[src/rtl/i2c_wr_target.sv]
module i2c_wr_target #(
  parameter logic [4:0] DEV_FIXED = 5'b00100,
  parameter int         NREG      = 32,
  parameter logic [7:0] DFLT      = 8'h00
) (
  input  logic            clk,
  input  logic            rst_n,
  input  logic            pwr_on,
  input  logic [1:0]      strap,
  input  logic            scl_i,
  input  logic            sda_i,
  output logic            sda_oe,
  output logic [NREG*8-1:0] regs_o
);
  localparam int AW = $clog2(NREG);

  typedef enum logic [2:0] {S_IDLE, S_DEV, S_REG, S_DAT, S_XTRA, S_SKIP} st_t;

  logic [2:0] scl_p, sda_p;
  st_t        st;
  logic [3:0] cnt;
  logic [7:0] sh, pend;
  logic [AW-1:0] ra;
  logic       pend_v, byte_ok;

  always_ff @(posedge clk or negedge rst_n)
    if (!rst_n) begin
      scl_p <= 3'b111;
      sda_p <= 3'b111;
    end else begin
      scl_p <= {scl_p[1:0], scl_i};
      sda_p <= {sda_p[1:0], sda_i};
    end

  wire scl_rise  = scl_p[1] & ~scl_p[2];
  wire scl_fall  = ~scl_p[1] & scl_p[2];
  wire start_det = scl_p[1] & scl_p[2] & sda_p[2] & ~sda_p[1];
  wire stop_det  = scl_p[1] & scl_p[2] & ~sda_p[2] & sda_p[1];

  always_comb
    case (st)
      S_DEV:   byte_ok = (sh == {DEV_FIXED, strap, 1'b0});
      S_REG:   byte_ok = ((sh >> AW) == 8'd0);
      S_DAT:   byte_ok = 1'b1;
      default: byte_ok = 1'b0;
    endcase

  always_ff @(posedge clk or negedge rst_n)
    if (!rst_n) begin
      st <= S_IDLE; cnt <= '0; sh <= '0; pend <= '0; ra <= '0;
      pend_v <= 1'b0; sda_oe <= 1'b0;
    end else if (!pwr_on) begin
      st <= S_IDLE; cnt <= '0; pend_v <= 1'b0; sda_oe <= 1'b0;
    end else if (start_det) begin
      st <= S_DEV; cnt <= '0; pend_v <= 1'b0;
    end else if (stop_det) begin
      st <= S_IDLE; cnt <= '0; pend_v <= 1'b0;
    end else if (scl_rise && st != S_IDLE) begin
      if (cnt != 4'd8) begin
        sh  <= {sh[6:0], sda_p[1]};
        cnt <= cnt + 4'd1;
      end else begin
        cnt <= '0;
        case (st)
          S_DEV: st <= byte_ok ? S_REG : S_SKIP;
          S_REG: begin
            if (byte_ok) ra <= sh[AW-1:0];
            st <= byte_ok ? S_DAT : S_SKIP;
          end
          S_DAT: begin
            pend <= sh; pend_v <= 1'b1; st <= S_XTRA;
          end
          default: ;
        endcase
      end
    end else if (scl_fall) begin
      sda_oe <= (cnt == 4'd8) && byte_ok;
    end

  genvar g;
  generate
    for (g = 0; g < NREG; g++) begin : g_reg
      logic [7:0] q;
      always_ff @(posedge clk or negedge rst_n)
        if (!rst_n)                                  q <= DFLT;
        else if (!pwr_on)                            q <= DFLT;
        else if (stop_det && pend_v && ra == AW'(g)) q <= pend;
      assign regs_o[g*8 +: 8] = q;
    end
  endgenerate

  a_r1_start_dev: assert property (@(posedge clk) disable iff (!rst_n)
    start_det && pwr_on |=> st == S_DEV && cnt == 4'd0);
  a_r3_skip_quiet: assert property (@(posedge clk) disable iff (!rst_n)
    st == S_SKIP |-> !sda_oe);
  a_r5_commit_at_stop: assert property (@(posedge clk) disable iff (!rst_n)
    !$stable(regs_o) |-> $past(stop_det) || !$past(pwr_on));
  a_r8_ack_in_slot: assert property (@(posedge clk) disable iff (!rst_n)
    $rose(sda_oe) |-> cnt == 4'd8 && !scl_p[1]);
  a_r8_change_scl_low: assert property (@(posedge clk) disable iff (!rst_n)
    !$stable(sda_oe) |-> !$past(scl_p[1]) || !$past(pwr_on));
  a_r9_power_clears: assert property (@(posedge clk) disable iff (!rst_n)
    !pwr_on |=> regs_o == {NREG{DFLT}} && !sda_oe);
endmodule

[config.mk]
export PLATFORM = sky130hd
export DESIGN_NAME = i2c_wr_target
export DESIGN_NICKNAME = d
export VERILOG_FILES = /design/src/rtl/i2c_wr_target.sv
export SDC_FILE = /design/constraint.sdc
export NUM_CORES = 1
export LEC_CHECK = 0
export ABC_CLOCK_PERIOD_IN_PS = 2800
export BUFFER_PORTS_ARGS = -buffer_cell sky130_fd_sc_hd__buf_4
export CORE_ASPECT_RATIO = 1.4
export CORE_MARGIN = 2
export CORE_UTILIZATION = 30
export DETAILED_ROUTE_END_ITERATION = 6
export HOLD_SLACK_MARGIN = 0.1
export PLACE_DENSITY = 0.5
export SLEW_MARGIN = 25
export SYNTH_ARGS = -nofsm -noshare
export SYNTH_HDL_FRONTEND = slang
export SYNTH_SLANG_ARGS = --single-unit
[constraint.sdc]
create_clock -name clk -period 2.8 [get_ports clk]
set_clock_uncertainty 0.15 [all_clocks]
set_input_delay 0 -clock clk [delete_from_list [all_inputs] [get_ports clk]]
set_output_delay 0 -clock clk [all_outputs]
set_load 0.01 [all_outputs]
### Yosys cells after proc, flatten, opt, wreduce, memory -nomap -nowiden

Cells that the tools add are included.

* reduce and logical (&&, ||, !) cells: 44
* muxes and demuxes: 89
* equality and inequality tests: 77
* $add $sub $neg: 1
* bitwise gates (word level): 14

Operator list (number)
* 8-bit 2-to-1 mux: 64
* 5-bit == test (second input constant): 16
* 2-bit by 1-bit inequality test with 1-bit output (second input constant): 33
* 5-bit by 4-bit == test with 1-bit output (second input constant): 8
* 1-bit logical AND: 35
* 3-bit 2-to-1 mux: 7
* 5-bit by 3-bit == test with 1-bit output (second input constant): 4
* 4-bit 2-to-1 mux: 5
* 1-bit 2-to-1 mux: 11
* 5-bit by 2-bit == test with 1-bit output (second input constant): 2
* 3-bit case mux with 3 select lines: 1
* 8-bit by 6-bit == test with 1-bit output: 1
* 8-bit zero test: 1
* 4-bit by 1-bit inequality test with 1-bit output (second input constant): 2
* 4-bit inequality test (second input constant): 2
* 1-bit AND: 7
* 1-bit inverter: 7
* 7-bit AND reduction: 1
* 3-bit by 2-bit == test with 1-bit output (second input constant): 2
* 2-bit inequality test (second input constant): 3
* 6-bit by 1-bit inequality test with 1-bit output (second input constant): 1
* 3-bit AND reduction: 2
* 6-bit AND reduction: 1
* 5-bit by 1-bit == test with 1-bit output (second input constant): 1
* other kinds (8): 8

* output and inout port bits: 257
* input port bits: 7
* word-level logic and storage cells: 266
* bits in registers: 292

### Longest topological paths before layout

Gate-level depths: netlist of run 1.

* depth after elaboration: 9
* gate-level depth with buffers: 7

### Least setup slack after synthesis of run 1

Ideal clock, no wire load.

* path kind: register -> register
* from: reg sh[0]
* to: reg ra[0]
* setup slack: 0.669 ns
* cell stages (with the launch flop): 5
* buffers on the path: 0
* arrival: 1.853 ns
* period minus slack after synthesis: 2.131 ns
* cell sequence: dfrtp_1 -> or4b_4 -> o41ai_4 -> nand4_4 -> mux2_1

* longest elaborated chain between the ends: 3

Ends and longest elaborated chain
* start: declaration: RTL line 22 `logic [7:0] sh, pend;`
* start signal: assignment: RTL line 60 `sh <= {sh[6:0], sda_p[1]};`
* 8-bit by 6-bit == test with 1-bit output: RTL line 42 `S_DEV: byte_ok = (sh == {DEV_FIXED, strap, 1'b0});`
* 1-bit case mux with 3 select lines: RTL line 41 `case (st)`
* 7-bit AND reduction (no source line)
* end signal: assignment: RTL line 67 `if (byte_ok) ra <= sh[AW-1:0];`
* end: declaration: RTL line 23 `logic [AW-1:0] ra;`

Several ways; a longest one is shown, not always the timed one.
A chain may end at the register's enable or synchronous reset.

### Worst setup path after layout of run 1

* from: reg st[0]
* to: reg sda_oe

* longest elaborated chain between the ends: 8
* elaborated cells between the ends (all ways): 14
* those cells by class: 4 x eq/ne; 6 x mux; 4 x reduce/logical

Ends and longest elaborated chain
* start: declaration: RTL line 20 `st_t st;`
* start signal: assignment: RTL line 65 `S_DEV: st <= byte_ok ? S_REG : S_SKIP;`
* start signal: assignment: RTL line 68 `st <= byte_ok ? S_DAT : S_SKIP;`
* 3-bit by 2-bit == test with 1-bit output / 3-bit by 1-bit == test with 1-bit output (equally long branches): RTL line 41
* 1-bit case mux with 3 select lines: RTL line 41
* 1-bit logical AND: RTL line 77 `sda_oe <= (cnt == 4'd8) && byte_ok;`
* 1-bit 2-to-1 mux: RTL line 76 `end else if (scl_fall) begin`
* 1-bit 2-to-1 mux: RTL line 58 `end else if (scl_rise && st != S_IDLE) begin`
* 1-bit 2-to-1 mux: RTL line 56 `end else if (stop_det) begin`
* 1-bit 2-to-1 mux: RTL line 54 `end else if (start_det) begin`
* 1-bit 2-to-1 mux: RTL line 52 `end else if (!pwr_on) begin`
* end signal: assignment: RTL line 77
* end: declaration: RTL line 12 `output logic sda_oe,`

Several ways; a longest one is shown, not always the timed one. The select of a mux whose other input is x is not followed.

==> metrics.md, run 1 <==
| Metric | Value |
|---|---|
| Detailed Place HPWL | 24300 um |
| Power density over cell area | 552 nW/um^2 |
| Clock edge transition at the registers on the reported setup and hold paths | 0.06 ns |
| Die outline width | about 170 um |
| Post-synthesis instance area | around 12000 um^2 |
| Count of input and output buffers | 263 |
| Grt total ovfl | 0 |
| DRC violation count after routing | 0 |
| Result of the run | finished clean |
| Arrival time worst endpoint | 2.92 ns |
| Total count of max-transition violations in the final report | 0 |
| Post-detailed-route wirelength per cell | 20.6 um |
| Synth area leader | dfrtp_1 |
| Max-capacitance violation count | 0 |
| Number of buffers created by CTS | 34 |
| Compound-Gate Fraction of Synth Area | 1.30% |
| Post-synthesis share of cell area spent on and, or, nand and nor gates | 12.6% |
| Clock tree from TritonCTS | done |
| Type of the worst setup path | register to register |
| Post-CTS Setup Repair Bufs | 0 |
| Ys flop type | dfrtp_1 |
| Wire length after detailed routing | 37900 um |
| Period utilisation layout | a little over nine tenths |
| Total Routing Usage GR | 17.9% |
| Highest metal layer used by the detailed router | met4 |
| Crit start category | register |
| Worst hold path type | input port to register |
| First-pass GRT wire length | a little under 60000 um |
| Area growth from synthesis to layout | 31.8% |
| Total clock sinks | 292 |
| Largest net degree at the start of global routing | 197 |
| Most frequent cells after synthesis | dfrtp_1 (286), nand2_1 (280), mux2i_1 (258) |
| Core footprint | approximately 40000 um^2 |
| Synthesized netlist cell count | between 1000 and 1500 |
| Count of fill cells added during filler insertion | 3837 |
| Highest net fanout along the worst path | 9 |
| Multiplexer share of the synthesized area | 23.2% |
| Dominant cells by area after synthesis | dfrtp_1 (59%), mux2i_1 (21%), nand2_1 (8.6%) |
| Initial antenna violation count | 0 |
| Count of distinct cell types in the synthesized netlist | 50 |
| Total Nets Final | 1292 |
| Final weighted congestion in routability-driven placement | 0.752 |
| Number of failing setup endpoints in the final timing report | 0 |
| Register-to-register setup slack | 0.15 ns |
| Share of flip-flops with an asynchronous set or reset after synthesis | 100% |
| Number of iterations in the first detailed-routing pass | 4 |
| Number of placement rows | 87 |
| Number of synthesized register bits | 292 |
| Post-route insts no fill | 1842 |
| Fraction of the yosys area taken by sequential cells | between 60% and 70% |
| Vias after detailed routing | 8524 |
| WP data required | 3.07 ns |
| Fin. Hold Viols | 0 |
| Effective utilization at floorplan | 30.3% |
| Setup repair after global routing missed its margin | no |
| Number of routed nets with antenna violations | 0 |
| Shortest clock period the worst path allows after layout | 2.65 ns |
| Post-Synth Adder-Cell Area | less than 1% |
| Fraction of final layout cells with drive strength greater than 1 | 30.2% |
| Number of DRC markers after the initial detailed-route iteration | 437 |
| Number of antenna repair diodes | 0 |
| Clock tree root driver cell | clkbuf_16 |
| Fraction of post-synthesis cell area in the top cell type by area | 58.7% |
| P_leak | 8.01 nW |
| Nets in the synthesized netlist | 1025 |
| Wire length on met1 | 15700 um |
| H-Tree Level Count | 2 |
| Kind of end point of the critical path | register |
| Total met3 wirelength after detailed routing | between 1500 and 2000 um |
| Number of hold buffers added after cts | 9 |
| Detailed route wirelength on metal2 | 19500 um |
| Clock latency of the later-clocked register in the worst-skew pair | 0.53 ns |
| Upper clock frequency limit | ~380 MHz |
| Post-synth EDFFs | 0 |
| Worst supply voltage drop on vdd | 0.346 mV |
| Post-synthesis xor/xnor area fraction | less than 1% |
| Avg Vias per Cell | 4.63 |
| Measured slew at the worst slew-check pin | 0.985 ns |
| Via count of the first global-routing pass | 8890 |
| Per-instance average area after synthesis | 12.0 um^2 |
| Library cell with the highest instance count after synthesis | dfrtp_1 |
| Die outline area | around 42000 um^2 |
| Largest family of logic cells by synthesized area | multiplexers |
| Setup_tns | 0 ns |
| # resized after CTS | 0 |
| Synth Warn # | 0 |
| Number of I/O pins | ~260 |
| # placed instances | 1772 |
| Max-slew headroom | 34.3% |
| Die height | 242 um |
| Clock Path Buffers | 3 |
worst paths after layout:
kind	start	to	depth (start not counted)
max	st[0]$_DFFE_PN0P_	sda_oe$_DFFE_PN0P_	5
min	strap[1]	st[1]$_DFFE_PN0P_	4
max reg2reg	st[0]$_DFFE_PN0P_	sda_oe$_DFFE_PN0P_	5
min reg2reg	scl_p[0]$_DFF_PN1_	scl_p[1]$_DFF_PN1_	0
max in group asynchronous	rst_n	sda_p[2]$_DFF_PN1_	4
min in group asynchronous	rst_n	g_reg[20].q[6]$_DFFE_PN0P_	3
area by class of cell:
cell class	count	area, um^2	share of cell area, %
clock buffer	51	975	6.07
multi-input combinational	647	4590	28.6
inverter	2	7.51	0.0467
sequential	292	7310	45.5
timing repair buffer	306	2410	15.0
tap	534	668	4.16
clock inverter	10	97.6	0.608
logic make-up (layout without fill, tap and decap cells):
logic type	count (synthesis)	in the layout
AO/OA/AOI/OAI	18	18
flip-flops	292	292
buffers and inverters	77	369
AND/OR/NAND/NOR	345	345
multiplexers	279	279
adder cells (fa/ha/maj)	2	2
XOR/XNOR	3	3
worst max-delay path, stage by stage, from the launching register on:
cell and delay [ns]:
dfrtp_1 0.48, or4b_4 0.52, o41ai_4 0.45, dlygate4sd3_1 0.61
nand2_1 0.07, o31ai_1 0.27
routing by layer:
layer / up-vias / global-route usage, %
met4: 0 / 5.73
met2: 207 / 31.3
met5: - / 0
met3: 48 / 3.53
met1: 4329 / 22.0
li1: 3940 / -
cells in the final DEF, fill, tap and decap left out, drive strengths merged, types with 2 or more instances in the layout:
cell / instances
a21oi: 2
mux2: 21
and3b: 2
inv: 5
buf: 296
o31a: 2
nand2b: 3
ha: 2
o31ai: 2
nor3b: 2
nand3b: 3
xor2: 2
clkinv: 6
mux2i: 258
dlygate4sd3: 9
nor2: 19
dfrtp: 286
nor2b: 8
nand4: 5
dfstp: 6
and2: 3
clkbuf: 52
or3: 2
and4b: 5
and3: 2
nor3: 6
nand2: 280
o21a: 2
per-stage QoR:
step	util, %	power [mW]	setup WS, ns	hold WS, ns	instance area [um^2]
after floorplan	-	4.46	0.669	-0.446	12200
after global placement	37.1	4.62	0.451	-0.0897	14900
after detailed placement	37.1	4.62	0.392	-0.0903	14900
after CTS	40.0	9.02	0.169	0.109	16100
after global routing	40.0	9.21	0.0169	0.120	16100
final	40.0	8.86	0.150	0.126	16100
power by group:
part	switching, mW	leakage [nW]	internal, mW
combinational	0.187	3.42	0.0663
sequential	0.0369	4.06	4.25
clock	1.81	0.529	2.52
total	2.03	8.01	6.83
state kept, by name (all words and copies together), names as in the netlist:
| register | cells |
|---|---|
| g.q | 256 |
| pend | 8 |
| sh | 8 |
| ra | 5 |
| cnt | 4 |
| scl_p | 3 |
| sda_p | 3 |
| st | 3 |
| pend_v | 1 |
| sda_oe | 1 |
No activity file was read; power rests on OpenSTA's default activity.
==> run 2, diff against run 1 <==
--- a/config.mk
+++ b/config.mk
@@ -13,6 +13,7 @@
 export DETAILED_ROUTE_END_ITERATION = 6
 export HOLD_SLACK_MARGIN = 0.1
 export PLACE_DENSITY = 0.5
+export REMOVE_ABC_BUFFERS = 1
 export SLEW_MARGIN = 25
 export SYNTH_ARGS = -nofsm -noshare
 export SYNTH_HDL_FRONTEND = slang
==> metrics.md, run 2 (same netlist as run 1, synthesis figures left out) <==
| Metric | Value |
|---|---|
| Crit start category | register |
| Clock tree root driver cell | clkbuf_16 |
| Max-capacitance violation count | 0 |
| Number of failing setup endpoints in the final timing report | 0 |
| Largest registers | g.q (256), pend (8), sh (8) |
| Result of the run | finished clean |
| Measured slew at the worst slew-check pin | 1.03 ns |
| Power density over cell area | 525 nW/um^2 |
| Fin. Hold Viols | 0 |
| End point of the critical path | g_reg[19].q[6]$_DFFE_PN0P_ |
| Number of DRC markers after the initial detailed-route iteration | roughly 520 |
| Initial antenna violation count | 0 |
| Final weighted congestion in routability-driven placement | 0.770 |
| Most frequent standard cell in the layout excluding fill and tap cells | buf_4 |
| Number of iterations in the first detailed-routing pass | 4 |
| H-Tree Level Count | 1 |
| Post-detailed-route wirelength per cell | ~21 um |
| Die outline area | 42300 um^2 |
| Worst hold path type | register to register |
| Area growth from synthesis to layout | 31.0% |
| Finished Cell Area | 16000 um^2 |
| Clock Path Buffers | 3 |
| Detailed Place HPWL | 26000 um |
| Number of antenna repair diodes | 0 |
| Max reg flops | 256 |
| Number of buffers created by CTS | 30 |
| Worst supply voltage drop on vdd | 0.427 mV |
| Effective utilization at floorplan | 30.3% |
| Final-layout worst hold slack | 0.205 ns |
| Core footprint | 40200 um^2 |
| Total placed instance area | around 15000 um^2 |
| Upper clock frequency limit | 418 MHz |
| Total clock sinks | 292 |
| Period utilisation layout | 85.4% |
| Total Routing Usage GR | 18.1% |
| Wire length after detailed routing | 38900 um |
| Launch instance of the worst register-to-register path | scl_p[1]$_DFF_PN1_ |
| Setup repair after global routing missed its margin | no |
| Highest net fanout along the worst path | 9 |
| Commonest cells after routing, fill and taps aside | buf_4 (295), dfrtp_1 (285), nand2_1 (272) |
| Avg Vias per Cell | around 4.6 |
| DRC violation count after routing | 0 |
| Fraction of final layout cells with drive strength greater than 1 | roughly 30% |
| Vias after detailed routing | roughly 8500 |
| Clock edge transition at the registers on the reported setup and hold paths | ~0.06 ns |
| Total count of max-transition violations in the final report | 0 |
| Number of placement rows | 87 |
| WP data required | 3.13 ns |
| Register bank with the most flops | g.q |
| Number of cell instances on the worst register-to-register path | 4 |
| Clock tree from TritonCTS | done |
| Number of routed nets with antenna violations | 0 |
| Total Nets Final | 1294 |
| Die outline width | around 170 um |
| Register-to-register setup slack | 0.41 ns |
| Worst slack, placed | 0.401 ns |
| Min setup slack post-route | 0.409 ns |
| Crit path from | scl_p[1]$_DFF_PN1_ |
| Max-slew headroom | 31.3% |
| Arrival time worst endpoint | 2.72 ns |
| Number of I/O pins | around 260 |
| P_leak | 7.96 nW |
| Largest net degree at the start of global routing | 160 |
| Final standard cell utilization of the core | 39.7% |
| Type of the worst setup path | register to register |
| Setup_tns | 0 ns |
| Via count of the first global-routing pass | 8841 |
| Kind of end point of the critical path | register |
| First-pass GRT wire length | 58300 um |
| Shortest clock period the worst path allows after layout | 2.39 ns |
| Worst r2r dst | g_reg[19].q[6]$_DFFE_PN0P_ |
| Grt total ovfl | 0 |
| Count of input and output buffers | 263 |
| Clock latency of the later-clocked register in the worst-skew pair | ~0.56 ns |
| Die height | 242 um |
[run 2: repair_timing]
| action | 4_1_cts | 5_1_grt |
|---|---|---|
| gates resized for setup | 0 | 1 |
| hold buffers | 10 | 1 |
| endpoints found under the setup margin | 0 | 6 |
| endpoints found under the hold margin | 487 | 4 |
| setup buffers | 0 | 0 |
[run 2: worst min path at each step]
| stage | depth (start not counted) | start | to | slack [ns] |
|---|---|---|---|---|
| finish | 0 | sda_p[0]$_DFF_PN1_ | sda_p[1]$_DFF_PN1_ | 0.21 |
| global route | 0 | sda_p[0]$_DFF_PN1_ | sda_p[1]$_DFF_PN1_ | 0.21 |
| global placement | 1 | rst_n | g_reg[29].q[6]$_DFFE_PN0P_ | -0.13 |
| floorplan | 0 | rst_n | cnt[0]$_DFFE_PN0P_ | -0.45 |
| CTS | 5 | strap[1] | st[0]$_DFFE_PN0P_ | 0.19 |
| detailed placement | 1 | rst_n | g_reg[29].q[6]$_DFFE_PN0P_ | -0.12 |
[run 2: area by class of cell]
cell class / instances / area (um^2)
fill: 3924 / 24200
sequential: 292 / 7320
multi-input combinational: 647 / 4590
timing repair buffer: 312 / 2460
clock buffer: 51 / 901
tap: 534 / 668
clock inverter: 4 / 20.0
inverter: 2 / 7.51
[run 2: per-layer routing]
layer	part of all wire (%)	routed length, um	vias to the layer above	global-route usage, %
met4	3.3	1270	0	6.48
li1	-	-	3939	-
met2	54	21000	177	33.7
met3	3.1	1210	58	2.01
met5	0	0	-	0
met1	40	15400	4344	21.4
[run 2: critical path: stages (launching register included)]
cell	delay (ns)
dfstp_2	0.56
and4b_1	0.38
nand4_1	0.39
nor2_2	0.59
mux2i_1	0.24
[run 2: metrics by stage]
| stage | power (mW) | instances |
|---|---|---|
| global route | 8.72 | 1842 |
| global placement | 4.61 | 1777 |
| CTS | 8.51 | 1842 |
| finish | 8.38 | 1842 |
| detailed placement | 4.62 | 1777 |
| floorplan | 4.40 | 941 |
[run 2: where the power goes]
group          total [mW]  switching [mW]  internal, mW
Clock                3.84            1.67          2.17
Sequential           4.28          0.0378          4.25
Combinational       0.261           0.190        0.0705
